`config.mk`:
```
export PLATFORM = sky130hd
export DESIGN_NAME = gwr_burst_seq
export DESIGN_NICKNAME = d
export VERILOG_FILES = /design/src/rtl/wseq_pkg.sv /design/src/rtl/wseq_holdoff.sv /design/src/rtl/wseq_spacing.sv /design/src/rtl/wseq_cmd_reg.sv /design/src/rtl/wseq_burst_pipe.sv /design/src/rtl/gwr_burst_seq.sv
export SDC_FILE = /design/constraint.sdc
export NUM_CORES = 1
export LEC_CHECK = 0
export BUFFER_PORTS_ARGS = -buffer_cell sky130_fd_sc_hd__buf_2
export CAP_MARGIN = 10
export CORE_MARGIN = 2
export CORE_UTILIZATION = 40
export CTS_CLUSTER_SIZE = 24
export DETAILED_ROUTE_END_ITERATION = 16
export GPL_TIMING_DRIVEN = 0
export PLACE_DENSITY = 0.64
export SETUP_SLACK_MARGIN = 0.02
export SYNTH_ARGS = -nofsm -noshare
export SYNTH_HDL_FRONTEND = slang
export SYNTH_HIERARCHICAL = 1
export SYNTH_SLANG_ARGS = --single-unit
export TNS_END_PERCENT = 1
```
`constraint.sdc`:
```
create_clock -name clk -period 7.52 [get_ports clk]
set_input_delay 0.376 -clock clk [delete_from_list [all_inputs] [get_ports clk]]
set_output_delay 0.376 -clock clk [all_outputs]
set_load 0.02 [all_outputs]
```
`src/rtl/wseq_pkg.sv`:
```
`timescale 1ns/1ps
package wseq_pkg;

  typedef enum logic [1:0] {
    RQ_WRITE = 2'd0,
    RQ_READ  = 2'd1,
    RQ_PRE   = 2'd2,
    RQ_NONE  = 2'd3
  } req_kind_e;

  typedef struct packed {
    logic cs_n;
    logic ras_n;
    logic cas_n;
    logic we_n;
  } pins_t;

  localparam int unsigned ADDR_W    = 12;
  localparam int unsigned COL_W     = 9;
  localparam int unsigned BURST_LEN = 4;
  localparam int unsigned BURST_CYC = BURST_LEN / 2;
  localparam pins_t       PINS_NOP  = '{cs_n: 1'b0, ras_n: 1'b1, cas_n: 1'b1, we_n: 1'b1};

  // cycles between two WRITE commands: burst plus one slot for pre/postamble
  function automatic int unsigned gap_wr_wr();
    return BURST_CYC + 1;
  endfunction

  // WRITE command to READ command, counted from the command cycle
  function automatic int unsigned gap_wr_rd(int unsigned wl, int unsigned twtr);
    return wl + BURST_CYC + twtr;
  endfunction

  // WRITE command to PRECHARGE of the same bank
  function automatic int unsigned gap_wr_pre(int unsigned wl, int unsigned twr);
    return wl + BURST_CYC + twr;
  endfunction

  function automatic pins_t pins_for(req_kind_e k);
    pins_t p;
    p = PINS_NOP;
    case (k)
      RQ_WRITE: p = '{cs_n: 1'b0, ras_n: 1'b1, cas_n: 1'b0, we_n: 1'b0};
      RQ_READ:  p = '{cs_n: 1'b0, ras_n: 1'b1, cas_n: 1'b0, we_n: 1'b1};
      RQ_PRE:   p = '{cs_n: 1'b0, ras_n: 1'b0, cas_n: 1'b1, we_n: 1'b0};
      default:  p = PINS_NOP;
    endcase
    return p;
  endfunction

  function automatic logic [ADDR_W-1:0] addr_for(req_kind_e k, logic [COL_W-1:0] col, logic ap);
    logic [ADDR_W-1:0] a;
    a = '0;
    if (k == RQ_WRITE || k == RQ_READ) begin
      a[7:0] = col[7:0];
      a[8]   = ap;
      a[9]   = col[8];
    end
    return a;
  endfunction

endpackage

```
`src/rtl/wseq_holdoff.sv`:
```
`timescale 1ns/1ps
module wseq_holdoff #(
  parameter int unsigned LOAD = 2
) (
  input  logic clk,
  input  logic rst_n,
  input  logic arm,
  output logic clear
);
  localparam int unsigned CW = $clog2(LOAD + 1);

  logic [CW-1:0] cnt;

  always_ff @(posedge clk or negedge rst_n) begin
    if (!rst_n)          cnt <= '0;
    else if (arm)        cnt <= CW'(LOAD);
    else if (cnt != '0)  cnt <= cnt - CW'(1);
  end

  assign clear = (cnt == '0);
endmodule

```
`src/rtl/wseq_spacing.sv`:
```
`timescale 1ns/1ps
module wseq_spacing
  import wseq_pkg::*;
#(
  parameter int unsigned WL    = 5,
  parameter int unsigned TWR   = 4,
  parameter int unsigned TWTR  = 3,
  parameter int unsigned BA_W  = 2
) (
  input  logic                    clk,
  input  logic                    rst_n,
  input  logic                    wr_fire,
  input  logic [BA_W-1:0]         wr_bank,
  output logic                    wr_ok,
  output logic                    rd_ok,
  output logic [(1<<BA_W)-1:0]    pre_ok
);
  localparam int unsigned NBANK = 1 << BA_W;
  localparam int unsigned LD_WW = gap_wr_wr() - 1;
  localparam int unsigned LD_WR = gap_wr_rd(WL, TWTR) - 1;
  localparam int unsigned LD_WP = gap_wr_pre(WL, TWR) - 1;

  wseq_holdoff #(.LOAD(LD_WW)) ww_i (.clk(clk), .rst_n(rst_n), .arm(wr_fire), .clear(wr_ok));
  wseq_holdoff #(.LOAD(LD_WR)) wr_i (.clk(clk), .rst_n(rst_n), .arm(wr_fire), .clear(rd_ok));

  for (genvar b = 0; b < NBANK; b++) begin : g_bank
    logic bank_arm;
    assign bank_arm = wr_fire && (wr_bank == BA_W'(b));
    wseq_holdoff #(.LOAD(LD_WP)) wp_i (
      .clk(clk), .rst_n(rst_n), .arm(bank_arm), .clear(pre_ok[b])
    );
  end
endmodule

```
`src/rtl/wseq_cmd_reg.sv`:
```
`timescale 1ns/1ps
module wseq_cmd_reg
  import wseq_pkg::*;
#(
  parameter int unsigned BA_W = 2
) (
  input  logic              clk,
  input  logic              rst_n,
  input  logic              fire,
  input  req_kind_e         kind,
  input  logic [BA_W-1:0]   bank,
  input  logic [COL_W-1:0]  col,
  input  logic              ap,
  output pins_t             pins_q,
  output logic [ADDR_W-1:0] addr_q,
  output logic [BA_W-1:0]   ba_q
);
  always_ff @(posedge clk or negedge rst_n) begin
    if (!rst_n) begin
      pins_q <= PINS_NOP;
      addr_q <= '0;
      ba_q   <= '0;
    end else if (fire && kind != RQ_NONE) begin
      pins_q <= pins_for(kind);
      addr_q <= addr_for(kind, col, ap);
      ba_q   <= bank;
    end else begin
      pins_q <= PINS_NOP;
      addr_q <= '0;
      ba_q   <= '0;
    end
  end
endmodule

```
`src/rtl/wseq_burst_pipe.sv`:
```
`timescale 1ns/1ps
module wseq_burst_pipe
  import wseq_pkg::*;
#(
  parameter int unsigned DW = 16,
  parameter int unsigned WL = 5
) (
  input  logic                     clk,
  input  logic                     rst_n,
  input  logic                     launch,
  input  logic [BURST_LEN*DW-1:0]  launch_data,
  output logic [DW-1:0]            dq_h0,
  output logic [DW-1:0]            dq_h1,
  output logic                     dq_oe,
  output logic [1:0]               wdqs_en,
  output logic [1:0]               wdqs_lvl,
  output logic                     ev_pre,
  output logic                     ev_d0,
  output logic                     ev_d1,
  output logic                     ev_post
);
  // stage k valid: a WRITE command was on the pins k cycles ago
  localparam int unsigned NST = WL + BURST_CYC + 1;
  localparam int unsigned DST = WL + 1;

  logic [NST-1:0]            vld;
  logic [BURST_LEN*DW-1:0]   dat [DST];
  logic [2*DW-1:0]           tail_q;

  always_ff @(posedge clk or negedge rst_n) begin
    if (!rst_n) vld <= '0;
    else        vld <= {vld[NST-2:0], launch};
  end

  always_ff @(posedge clk) begin
    if (launch) dat[0] <= launch_data;
    for (int k = 1; k < DST; k++) dat[k] <= dat[k-1];
    tail_q <= dat[WL][BURST_LEN*DW-1:2*DW];
  end

  assign ev_pre  = vld[WL-1];
  assign ev_d0   = vld[WL];
  assign ev_d1   = vld[WL+1];
  assign ev_post = vld[WL+2];

  assign dq_oe = ev_d0 | ev_d1;

  always_comb begin
    dq_h0 = '0;
    dq_h1 = '0;
    if (ev_d0) begin
      dq_h0 = dat[WL][0 +: DW];
      dq_h1 = dat[WL][DW +: DW];
    end else if (ev_d1) begin
      dq_h0 = tail_q[0 +: DW];
      dq_h1 = tail_q[DW +: DW];
    end
  end

  // bit 0 first half, bit 1 second half; high in first half gives the rising edge
  assign wdqs_en  = {ev_pre | dq_oe, ev_post | dq_oe};
  assign wdqs_lvl = {1'b0, dq_oe};
endmodule

```
`src/rtl/gwr_burst_seq.sv`:
```
`timescale 1ns/1ps
module gwr_burst_seq
  import wseq_pkg::*;
#(
  parameter int unsigned DW   = 16,
  parameter int unsigned WL   = 5,
  parameter int unsigned TWR  = 4,
  parameter int unsigned TWTR = 3,
  parameter int unsigned BA_W = 2
) (
  input  logic                     clk,
  input  logic                     rst_n,
  input  logic                     req_valid,
  output logic                     req_ready,
  input  logic [1:0]               req_kind,
  input  logic [BA_W-1:0]          req_bank,
  input  logic [8:0]               req_col,
  input  logic                     req_ap,
  input  logic [4*DW-1:0]          req_data,
  output logic                     cke,
  output logic                     cs_n,
  output logic                     ras_n,
  output logic                     cas_n,
  output logic                     we_n,
  output logic [11:0]              addr,
  output logic [BA_W-1:0]          ba,
  output logic [DW-1:0]            dq_h0,
  output logic [DW-1:0]            dq_h1,
  output logic                     dq_oe,
  output logic [1:0]               wdqs_en,
  output logic [1:0]               wdqs_lvl
);
  localparam int unsigned NBANK = 1 << BA_W;

  req_kind_e         kind;
  logic              wr_ok, rd_ok, kind_ok, fire, wr_fire;
  logic [NBANK-1:0]  pre_ok;
  pins_t             pins_q;
  logic              ev_pre, ev_d0, ev_d1, ev_post;

  assign kind = req_kind_e'(req_kind);

  always_comb begin
    case (kind)
      RQ_WRITE: kind_ok = wr_ok;
      RQ_READ:  kind_ok = rd_ok;
      RQ_PRE:   kind_ok = pre_ok[req_bank];
      default:  kind_ok = 1'b1;
    endcase
  end

  assign req_ready = kind_ok;
  assign fire      = req_valid & kind_ok;
  assign wr_fire   = fire & (kind == RQ_WRITE);

  wseq_spacing #(.WL(WL), .TWR(TWR), .TWTR(TWTR), .BA_W(BA_W)) spacing_i (
    .clk(clk), .rst_n(rst_n), .wr_fire(wr_fire), .wr_bank(req_bank),
    .wr_ok(wr_ok), .rd_ok(rd_ok), .pre_ok(pre_ok)
  );

  wseq_cmd_reg #(.BA_W(BA_W)) cmd_i (
    .clk(clk), .rst_n(rst_n), .fire(fire), .kind(kind), .bank(req_bank),
    .col(req_col), .ap(req_ap), .pins_q(pins_q), .addr_q(addr), .ba_q(ba)
  );

  wseq_burst_pipe #(.DW(DW), .WL(WL)) pipe_i (
    .clk(clk), .rst_n(rst_n), .launch(wr_fire), .launch_data(req_data),
    .dq_h0(dq_h0), .dq_h1(dq_h1), .dq_oe(dq_oe),
    .wdqs_en(wdqs_en), .wdqs_lvl(wdqs_lvl),
    .ev_pre(ev_pre), .ev_d0(ev_d0), .ev_d1(ev_d1), .ev_post(ev_post)
  );

  assign cke   = 1'b1;
  assign cs_n  = pins_q.cs_n;
  assign ras_n = pins_q.ras_n;
  assign cas_n = pins_q.cas_n;
  assign we_n  = pins_q.we_n;
endmodule

```
Word-level counts from Yosys, hierarchy flattened
Memories as Yosys holds them, arrays and structs flattened.
Cells that the tools add are included.
Widths: inputs -> output; s select.
{ "totals": {"inputBits": 81, "mem_count": 1, "rom_bits": 0, "latch_bits": 0, "register_bits": 77, "ram_bits": 384, "output_inout_bits": 57} }
{ "op_classes": {"n_addsub": 6, "n_shift": 0, "mux": 26, "multipliers": 0, "magnitude_cmp": 1, "n_eq_ne": 6, "n_bitwise": 5, "n_reduce_logical": 26, "div_mod_pow": 0} }
{ "mem_list": {"columns": ["memory", "words", "width", "read_ports", "rd_ports_with_merged_regs", "write_ports", "line_no", "rtl"], "rows": [
  ["pipe_i.dat", 6, 64, 6, 0, 6, "wseq_burst_pipe.sv:27", "logic [BURST_LEN*DW-1:0] dat [DST];"]
]} }
{ "op_table": {"columns": ["operator", "n"], "rows": [
  ["$mux 16", 4],
  ["$mux 4", 10],
  ["$logic_not 4->1", 5],
  ["$mux 10", 2],
  ["$reduce_bool 4->1", 5],
  ["$sub 4x1->4 const B", 5],
  ["$reduce_bool 2->1", 7],
  ["$pmux 3 s3", 1],
  ["$eq 2x2->1 const B", 3],
  ["$logic_not 2->1", 3],
  ["$mux 2", 3],
  ["$logic_and 1x1->1", 5],
  ["$eq 2x1->1 const B", 2],
  ["$lt 2x3->1 const B", 1],
  ["$mux 1", 3],
  ["$mux 3", 1],
  ["$or 1x1->1", 3],
  ["$pmux 1 s3", 1],
  ["$and 1x1->1", 2],
  ["$bmux 1 s2", 1],
  ["$ne 2x2->1 const B", 1],
  ["$sub 2x1->2 const B", 1],
  ["$logic_or 1x1->1", 1]
]} }

Logic depth before layout (Yosys ltp)
{ "logic_depth": {"ltp_word": 8, "ltp_mapped": 9, "mapped_depth_nobuf": 8} }

By module
The synthesis kept the hierarchy.
{ "by_module_without_submodules": {"columns": ["mod", "instances", "area_each_um2", "seq_area_each_um2", "cells_per_inst"], "rows": [
  ["wseq_burst_pipe", 1, 9565.4, 9168.8, 472],
  ["wseq_holdoff (spacing_i.g_bank[0].wp_i ...)", 4, 226.5, 100.1, 21],
  ["wseq_cmd_reg", 1, 539.3, 379.1, 37],
  ["wseq_holdoff (spacing_i.wr_i)", 1, 220.2, 100.1, 21],
  ["wseq_holdoff (spacing_i.ww_i)", 1, 102.6, 50.0, 10],
  ["gwr_burst_seq", 1, 97.6, 0.0, 13],
  ["wseq_spacing", 1, 37.5, 0.0, 4]
]} }

Worst setup path before layout
Ideal clock, no wire load.
{ "synth_path": {"path_type": "register -> register", "start": "register spacing_i.ww_i.cnt[0]", "end": "register spacing_i.g_bank[0].wp_i.cnt[0]", "setup_ps": 128, "t_arrival_ps": 6705, "period_less_slack_ps": 6832, "t_required_ps": 7392, "n_path_buf": 0, "path_stages_with_launch": 8, "slack_ps": 688, "path_cell_list": "dfrtp_1 > inv_1 > ha_1 > nand2_1 > nor3_1 > nor3b_2 > nor2b_1 > mux2_1"} }
{ "synth_via": {"elab_chain_len": 6, "word_cells_on_any_way": 7} }
{ "synth_rtl": {"columns": ["element", "line_no", "rtl"], "rows": [
  ["start, declared", "wseq_holdoff.sv:12", "logic [CW-1:0] cnt;"],
  ["start signal, assigned", "wseq_holdoff.sv:16", "else if (arm) cnt <= CW'(LOAD);"],
  ["start signal, assigned", "wseq_holdoff.sv:17", "else if (cnt != '0) cnt <= cnt - CW'(1);"],
  ["$logic_not 2->1 *", "wseq_holdoff.sv:20", "assign clear = (cnt == '0);"],
  ["named net wr_ok", "gwr_burst_seq.sv:36", "logic wr_ok, rd_ok, kind_ok, fire, wr_fire;"],
  ["$pmux 1 s3 *", "gwr_burst_seq.sv:44", "case (kind)"],
  ["$and 1x1->1 *", "gwr_burst_seq.sv:53", "assign fire = req_valid & kind_ok;"],
  ["$and 1x1->1 *", "gwr_burst_seq.sv:54", "assign wr_fire = fire & (kind == RQ_WRITE);"],
  ["named net wr_fire", "gwr_burst_seq.sv:36", null],
  ["$logic_and 1x1->1 *", "wseq_spacing.sv:28", "assign bank_arm = wr_fire && (wr_bank == BA_W'(b));"],
  ["named net spacing_i.g_bank[0].bank_arm", "wseq_spacing.sv:27", "logic bank_arm;"],
  ["$mux 4 / $reduce_bool 2->1 (equally long branches)", null, null],
  ["end signal, assigned", "wseq_holdoff.sv:16", null],
  ["end signal, assigned", "wseq_holdoff.sv:17", null],
  ["end, declared", "wseq_holdoff.sv:12", null]
]} }
The timed path passes the listed nets; every way through them passes the cells marked *.
A chain may end at the register's enable or synchronous reset.

Worst setup path after layout
Ends and elaborated chain as after synthesis.

==> impl_results.md <==
- Clk_lat worst skew: around 0.51 ns
- Hold WC Path Type: in2async
- Final core occ: 50.0%
- RSZ-0062 raised after global routing: no
- Gpl congestion: roughly 0.69
- Worst Hold Slack: 0.0307 ns
- WL/cell: 12.1 µm
- Synth Cell Area: around 11000 µm²
- CP Depth: 8
- CTS resizes: 0
- Hold_buf cts: 0
- Post-synthesis compound-gate area fraction: 3.61%
- Drt via density: 4.01
- Die area: 30000 µm²
- Setup WS pre-CTS: roughly 5 ns
- Final #Nets: 914
- Vias in the first global route: 4970
- CP arrival: 2.96 ns
- Sequential cell area fraction in the yosys report: 88.1%
- Max Fclk: between 0.3 and 0.4 GHz
- Synth Register Bits: 461
- Grt total ovfl: 0
- Initial antenna violation count: 1
- Via Count: roughly 5000
- H-tree levels: 2
- FILL cells: 2369
- Share of cells above drive strength 1: 28.1%
- Post-synthesis mux area share: 0.938%
- Synth Area in Simple Gates: 4.94%
- Die Wd: ~170 µm
- First-pass GRT wire length: 24200 µm
- Crit path time final: 2.56 ns
- Final Max Tran Viols: 0
- Largest family of logic cells by synthesized area: simple AND/OR/NAND/NOR gates
- Core box area: 28000 µm²
- Pin count of the biggest net entering global routing: 46
- Post-Syn Instances: 641
- Clk sink count: 461
- Largest delay share family, worst path: simple AND/OR/NAND/NOR gates
- Headroom to the max-slew limit: between 30% and 40%
- Crit path max-delay cell type: nor3_2
- IO Count: 138
- Initial DRT Pass Iterations: 4
- R2R depth: 8
- CP Cell Sequence: inv_1 -> ha_1 -> nand2_1 -> nor3_2 -> buf_6 -> nor3b_2 -> nor2b_1 -> mux2_1
- Total track usage: 10.1%
- Max rail drop VDD: 0.212 mV
- Area Growth Syn to Fin: 22.1%
- Outcome: finished clean
- Worst setup SP type: register
- Critical Path Sink Type: register
- Number of setup buffers added after CTS: 0
- Root buf cell: clkbuf_16
- Worst-margin pin slew: 1.03 ns
- Final setup viols: 0
- Antenna Nets Post-Route: 0
- Leak Pwr: around 6.1 nW
- Row cnt: between 60 and 70
- Critical path required time: about 7.9 ns
- Iter 0 DRT Violations: between 150 and 200
- TritonCTS clock tree: built
- Largest stage delay on the critical path: 0.65 ns
- Total wire length: 15000 µm
- Max Buffers Root-to-Sink: 3
- Slack of the critical path: 4.96 ns
- Initial core utilization: 40.9%
- Reg clk slew, reported paths: 0.06 ns
- Crit share post-route: roughly 34%
- Post-Synth XOR/XNOR Area: less than 1%
- Port Buffers: 132
- DRC: 0
- Pwr dens: 367 nW/µm²
- Post-synth cell types: 44
- Hold Violations, Final: 0
- Yosys synthesis warning count: 6
- CP Buf/Inv Count: 2
- WS Path Type: reg2reg
- DP HPWL: ~9500 µm
- Setup Skew: 0.0111 ns
- Number of max-cap violations: 0
- Die Ht: 173 µm
- Synth Area in Adders: 0.764%
- Design Power: about 5.1 mW
- Syn avg cell area: between 15 and 20 µm²
- Setup total negative slack: 0 ns
- CP max FO: 12
- CTS buffer count: 43
[routing by layer]
layer  track usage, %  vias up  wire length, µm
met1             12.3     2288             6630
met3             3.14       51              958
met4             5.47        0              629
met2             16.2      120             6750
met5                0        -                0
li1                 -     2501                -
[path summary, 6_finish.rpt]
kind	endpoint	startpoint	slack [ns]
worst max-delay path	spacing_i/g_bank[0].wp_i/cnt[0]	spacing_i/ww_i/cnt[0]	4.96
worst min-delay path	spacing_i/g_bank[2].wp_i/cnt[3]	rst_n	0.03
worst max register to register	spacing_i/g_bank[0].wp_i/cnt[0]	spacing_i/ww_i/cnt[0]	4.96
worst min register to register	pipe_i/dat[2][44]	pipe_i/dat[1][44]	0.32
max in group asynchronous	cmd_i/addr_q[6]	rst_n	6.84
min in group clk	pipe_i/dat[0][58]	req_data[58]	0.03
[stage by stage]
step | cells | area (µm²)
floorplan | 643 | 11500
global placement | 1153 | 12600
detailed placement | 1159 | 12700
CTS | 1235 | 14000
global route | 1236 | 14000
finish | 1236 | 14000
[worst register-to-register path: stages, from the launching register on]
cell     delay [ns]
dfrtp_1        0.38
inv_1          0.07
ha_1           0.24
nand2_1        0.09
nor3_2         0.65
buf_6          0.26
nor3b_2        0.37
nor2b_1        0.09
mux2_1         0.29
[cell type report]
cell class	instances	area (µm²)	share of cell area, %
Clock buffer	64	1220	8.74
Sequential cell	461	10100	72.1
Antenna cell	1	2.50	0.0179
Inverter	13	48.8	0.348
Buffer	14	116	0.831
Clock inverter	12	97.6	0.697
Tap cell	378	473	3.38
Multi-Input combinational cell	155	1220	8.69
Timing Repair Buffer	138	728	5.20
[state kept, by name, summed over array words and instances (netlist names)]
name	cells
pipe_i/dat	384
pipe_i/tail_q	32
spacing_i/g_bank.wp_i/cnt	16
cmd_i/addr_q	10
pipe_i/vld	8
spacing_i/wr_i/cnt	4
cmd_i/pins_q	3
cmd_i/ba_q	2
spacing_i/ww_i/cnt	2
[cells in the final DEF, fill, tap and decap left out, types with 3 or more instances in the layout]
master / n
a211o_1: 5
a21oi_1: 6
a22o_1: 30
and2_1: 3
and2_2: 7
and3_2: 3
buf_2: 135
buf_4: 6
buf_6: 11
clkbuf_1: 14
clkbuf_16: 43
clkbuf_8: 7
clkinv_2: 7
conb_1: 5
dfrtp_1: 42
dfstp_2: 3
dfxtp_1: 352
edfxtp_1: 64
ha_1: 7
inv_1: 13
mux2_1: 4
mux2i_1: 4
nand2_1: 5
nand2b_1: 5
nand3b_1: 7
nor2_1: 14
nor2b_1: 8
nor3_1: 5
nor3b_4: 4
o31a_1: 4
or2b_1: 5
or3_1: 3
[cell families (layout without fill, tap and decap cells)]
logic type	count (synthesis)	count (layout)
flip-flops	461	461
buffers and inverters	27	241
other	3	6
AO/OA/AOI/OAI	50	50
AND/OR/NAND/NOR	81	81
adder cells (fa/ha/maj)	7	7
XOR/XNOR	2	2
multiplexers	10	10
[synth_stat cells]
cell,instances,area [µm²]
a211o_1,5,43.8
a211oi_1,1,7.51
a21o_1,1,7.51
a21oi_1,6,30.0
a22o_1,30,263
a22o_2,1,10.0
and2_1,3,18.8
and2_2,7,52.6
and2b_1,1,7.51
and3_2,3,22.5
and3b_1,2,17.5
buf_2,3,15.0
buf_4,6,45.0
buf_6,5,56.3
conb_1,3,11.3
dfrtp_1,42,1050
dfstp_2,3,78.8
dfxtp_1,352,7050
edfxtp_1,64,1920
ha_1,7,87.6
inv_1,13,48.8
mux2_1,4,45.0
mux2_2,2,22.5
mux2i_1,4,40.0
nand2_1,5,18.8
nand2b_1,5,31.3
nand3b_1,7,52.6
nor2_1,14,52.6
nor2b_1,8,50.1
nor2b_4,2,27.5
nor3_1,6,30.0
nor3b_1,1,7.51
nor3b_2,2,25.0
nor3b_4,4,75.1
o21ai_1,1,5.00
o22ai_2,1,12.5
o31a_1,4,35.0
or2_1,1,6.26
or2_2,1,6.26
or2b_1,5,37.5
or3_1,3,18.8
or3b_1,1,8.76
xnor2_1,1,8.76
xor2_1,1,8.76
[power by group]
| part | total [mW] | switching [mW] | leakage, nW | internal [mW] |
|---|---|---|---|---|
| Clock | 1.99 | 0.832 | 0.647 | 1.16 |
| Sequential | 2.74 | 0.0821 | 4.12 | 2.66 |
| Combinational | 0.410 | 0.198 | 1.29 | 0.213 |
Power figures use the tool's default switching activity.
